===== src/rtl/xing_light_fsm.sv =====
module xing_light_fsm #(
  parameter int GREEN_CYCLES = 200,
  parameter int HOLD_MODE    = 0
) (
  input  logic clk,
  input  logic rst,
  input  logic ns_arrow_req,
  input  logic ew_arrow_req,
  input  logic ns_waiting,
  input  logic ew_waiting,
  output logic ns_grn,
  output logic ns_grn_arw,
  output logic ns_ylw,
  output logic ns_ylw_arw,
  output logic ns_red,
  output logic ew_grn,
  output logic ew_grn_arw,
  output logic ew_ylw,
  output logic ew_ylw_arw,
  output logic ew_red
);
  localparam int CW = $clog2(GREEN_CYCLES + 1);
  localparam logic [CW-1:0] LAST = CW'(GREEN_CYCLES - 1);
  localparam bit HOLD = (HOLD_MODE != 0);

  localparam logic [2:0] S_NG = 3'd0, S_NY = 3'd1, S_NA = 3'd2, S_NAY = 3'd3;
  localparam logic [2:0] S_EG = 3'd4, S_EY = 3'd5, S_EA = 3'd6, S_EAY = 3'd7;

  logic [2:0]    state_q, state_d;
  logic [CW-1:0] cnt_q, cnt_d;
  logic          in_green, grn_done, cross_go;

  assign in_green = (state_q[1:0] == 2'd0);
  assign grn_done = (cnt_q == LAST);
  assign cross_go = !HOLD || (state_q[2] ? ns_waiting : ew_waiting);

  always_comb begin
    state_d = state_q;
    case (state_q)
      S_NG:    if (grn_done && cross_go) state_d = S_NY;
      S_NY:    state_d = ns_arrow_req ? S_NA : S_EG;
      S_NA:    state_d = S_NAY;
      S_NAY:   state_d = S_EG;
      S_EG:    if (grn_done && cross_go) state_d = S_EY;
      S_EY:    state_d = ew_arrow_req ? S_EA : S_NG;
      S_EA:    state_d = S_EAY;
      default: state_d = S_NG;
    endcase
  end

  always_comb begin
    if (!in_green || state_d != state_q) cnt_d = '0;
    else if (!grn_done)                  cnt_d = cnt_q + 1'b1;
    else                                 cnt_d = cnt_q;
  end

  always_ff @(posedge clk) begin
    if (rst) begin
      state_q <= S_NG;
      cnt_q   <= '0;
    end else begin
      state_q <= state_d;
      cnt_q   <= cnt_d;
    end
  end

  logic ew_side;
  assign ew_side = state_q[2];

  assign ns_red     =  ew_side;
  assign ew_red     = !ew_side;
  assign ns_grn     = !ew_side && state_q[1:0] == 2'd0;
  assign ns_ylw     = !ew_side && state_q[1:0] == 2'd1;
  assign ns_grn_arw = !ew_side && state_q[1:0] == 2'd2;
  assign ns_ylw_arw = !ew_side && state_q[1:0] == 2'd3;
  assign ew_grn     =  ew_side && state_q[1:0] == 2'd0;
  assign ew_ylw     =  ew_side && state_q[1:0] == 2'd1;
  assign ew_grn_arw =  ew_side && state_q[1:0] == 2'd2;
  assign ew_ylw_arw =  ew_side && state_q[1:0] == 2'd3;
endmodule


===== config.mk =====
export PLATFORM = sky130hd
export DESIGN_NAME = xing_light_fsm
export DESIGN_NICKNAME = d
export VERILOG_FILES = /design/src/rtl/xing_light_fsm.sv
export SDC_FILE = /design/constraint.sdc
export NUM_CORES = 1
export LEC_CHECK = 0
export CAP_MARGIN = 20
export CELL_PAD_IN_SITES_DETAIL_PLACEMENT = 0
export CELL_PAD_IN_SITES_GLOBAL_PLACEMENT = 2
export CORE_MARGIN = 2
export CORE_UTILIZATION = 32
export CTS_CLUSTER_SIZE = 8
export DETAILED_ROUTE_END_ITERATION = 7
export DONT_BUFFER_PORTS = 1
export MAX_ROUTING_LAYER = met4
export PLACE_DENSITY = 0.75
export SYNTH_ARGS = -nofsm -noshare
export SYNTH_HDL_FRONTEND = slang
export SYNTH_SLANG_ARGS = --single-unit

===== constraint.sdc =====
create_clock -name clk -period 1.6 [get_ports clk]
set_input_delay 0.16 -clock clk [delete_from_list [all_inputs] [get_ports clk]]
set_output_delay 0.16 -clock clk [all_outputs]
set_load 0.05 [all_outputs]

==> summary.txt <==
Global route
  • All-layer global routing usage: 0.1355
  • First-pass GRT wire length: 1856 um
  • Initial antenna violation count: 0
  • Pin count of the biggest net entering global routing: 8
  • Vias in the first global route: 400
  • GR Overflow Total: 0

Synth
  • Distinct cell type count after synthesis: 26
  • Syn Area/Cell: 8.470 um2
  • Net count after synthesis: 72
  • Yosys warns: 0
  • Async SR Flop Fraction: 0
  • Cell area after synthesis: 550.5 um2
  • Post-synthesis sequential area ratio: 0.4000
  • Post-synth EDFFs: 0
  • Synthesized flop and latch total: 11
  • Gate Count Post-Synth: 65
  • Top FF cell, synth: dfxtp_1

STA
  • Setup_tns: 0 ns
  • Period utilisation layout: 0.9888
  • Unrepaired setup endpoints after global routing: yes
  • Min Tclk post-route: 1.582 ns
  • Clock skew: 0.005281 ns
  • Peak Freq: 0.6321 GHz
  • Slew Limit Fails: 0
  • Max_slew headroom: 0.8388
  • Tightest Pin Transition: 0.2418 ns
  • Final hold vios: 0
  • Setup violators final: 0

Worst setup path
  • CP endpoint kind: output pin
  • Critical Path RT: 1.44 ns
  • R2R Path Start: cnt_q[0]$_SDFFE_PP0N_
  • CP arrival: 1.42 ns
  • Crit-path max FO: 7
  • Startpoint Class: flop
  • Crit Path Category: reg2out
  • Crit path from: state_q[2]$_SDFF_PP0_

Power and ir drop
  • Pwr dens: 654.6 nW/um2
  • Switching power: 0.0001135 W
  • Clock Power Share: 0.373
  • Leak Pwr: 0.2889 nW
  • Flop pwr share: 0.573
  • VDD IR max: 0.0006532 V
  • Switching share of power: 0.2258
  • Internal Power: 0.0003893 W
  • Total power: 0.0005029 W
  • Logic pwr share: 0.054

Die
  • Die width: 45.48 um
  • Core area: 1559 um2
  • Die outline area: 2068 um2
  • Die H: 45.48 um
  • Initial Utilization: 0.3531
  • Standard-cell rows: 14
  • Io pins: 16

Placement
  • IO buf count: 0
  • Post-DP HPWL: 864.8 um
  • RePlAce Congestion: 0.6576

Clock tree
  • Clk sinks: 11
  • CTS tree: yes
  • Reg clk slew, reported paths: 0.07 ns
  • Worst-Skew Late Latency: 0.27 ns
  • Clock Path Buffers: 2
  • Clock root buffer: clkbuf_4
  • Num CTS Buffers: 3
  • H-tree depth: 1

Drt
  • Via count: 494
  • Drt first pass iters: 4
  • Drt wl/cell: 11.73 um
  • DRT iter0 DRCs: 16
  • ANT nets after route: 0
  • Final WL: 1138 um
  • Drt drc: 0
  • Vias per inst: 5.093

Cells and area
  • Commonest non-fill, non-tap cells in the layout: buf_4, dfxtp_1, nor2_1
  • Layout Nets: 89
  • Util after Layout: 0.4928
  • Synth-to-Final Area Change: 39.55%
  • Commonest non-fill, non-tap cell in the layout: buf_4
  • Share of cells above drive strength 1: 0.3827
  • Fillers: 157
  • # diodes: 0

Min path
  • Hold wc startpoint: rst
  • Tightest Hold Check Type: in2reg

Job
  • Max-Cap Viols: 0

Run status
  • Status: complete, no violations
==> repair_timing <==
action,in CTS,in global routing
setup endpoints to repair,2,5
endpoints found under the hold margin,3,0
pin swaps,1,0
setup buffers,1,1
hold buffers,1,0
resized for setup,0,1
==> cell usage after synthesis, types with 2 or more instances <==
library cell,count,area share
dfxtp_1,11,0.40
nor2_1,8,0.055
nand3_1,5,0.045
a21oi_1,4,0.036
inv_1,3,0.020
nand2_1,3,0.020
nand2b_1,3,0.034
nor3_1,3,0.027
o21ai_0,3,0.027
or3_1,3,0.034
a21oi_2,2,0.032
clkbuf_1,2,0.014
nor3b_1,2,0.027
==> flip-flops by register name (all words and copies together) (netlist names) <==
signal,cells
cnt_q,8
state_q,3
==> through the flow <==
stage | instances | area [um2] | hold WS, ns | setup slack [ns]
final | 97 | 768.2 | 0.08877 | 0.01788
after global routing | 97 | 768.2 | 0.08316 | -0.06517
after CTS | 96 | 759.5 | 0.08655 | -0.003074
after detailed placement | 90 | 715.7 | 0.2234 | 0.2370
after global placement | 90 | 715.7 | 0.2226 | 0.2327
after floorplan | 65 | 595.6 | 0.2194 | -0.08773
==> area by class of cell <==
class,instances,area (um2),share of cell area
inverter,3,15.01,0.01954
multi-input combinational,49,349.1,0.4544
timing repair buffer,14,132.6,0.1726
sequential,11,225.2,0.2932
tap,16,20.02,0.02606
clock buffer,4,26.28,0.03420
==> path summary, 6_finish.rpt <==
path                                              end  slack [ns]  cells past startpoint
worst max-delay path                           ew_ylw        0.02                      3
worst min-delay path            cnt_q[3]$_SDFFE_PP0N_        0.09                      2
worst max register to register  cnt_q[0]$_SDFFE_PP0N_        0.26                      4
worst min register to register  cnt_q[0]$_SDFFE_PP0N_        0.49                      1
==> logic make-up (layout without fill, tap and decap cells) <==
logic type	after synthesis	after routing	share of synthesized area
xor gates and xnor gates	2	2	0.03182
adders and majority gates	1	1	0.02272
AOI/OAI and AO/OA	13	13	0.1523
and+or+nand+nor	32	32	0.3386
muxes	1	1	0.02045
buffers and inverters	5	21	0.03409
DFF	11	11	0.4000
==> critical path, stage by stage (launching register included) <==
cell and delay [ns]:
dfxtp_4 0.49, clkinvlp_4 0.25, nor3b_4 0.25, buf_12 0.16
==> metal layers <==
metal  track usage  vias up  routed length (um)
met4       0.03529        0                  10
met2        0.1606        7                 500
met5             -        -                   0
met1        0.1946      224                 574
li1              -      261                   -
met3       0.07143        2                  54
==> power groups by stage <==
stage / combinational (W) / clock [W] / sequential [W]
6_report: 0.0000274 / 0.000187 / 0.000288
5_1_grt: 0.0000311 / 0.000215 / 0.000290
4_1_cts: 0.0000278 / 0.000199 / 0.000288
3_5_place_dp: 0.0000248 / 0 / 0.000294
3_3_place_gp: 0.0000244 / 0 / 0.000295
2_1_floorplan: 0.0000213 / 0 / 0.000292
Power figures use the tool's default switching activity.
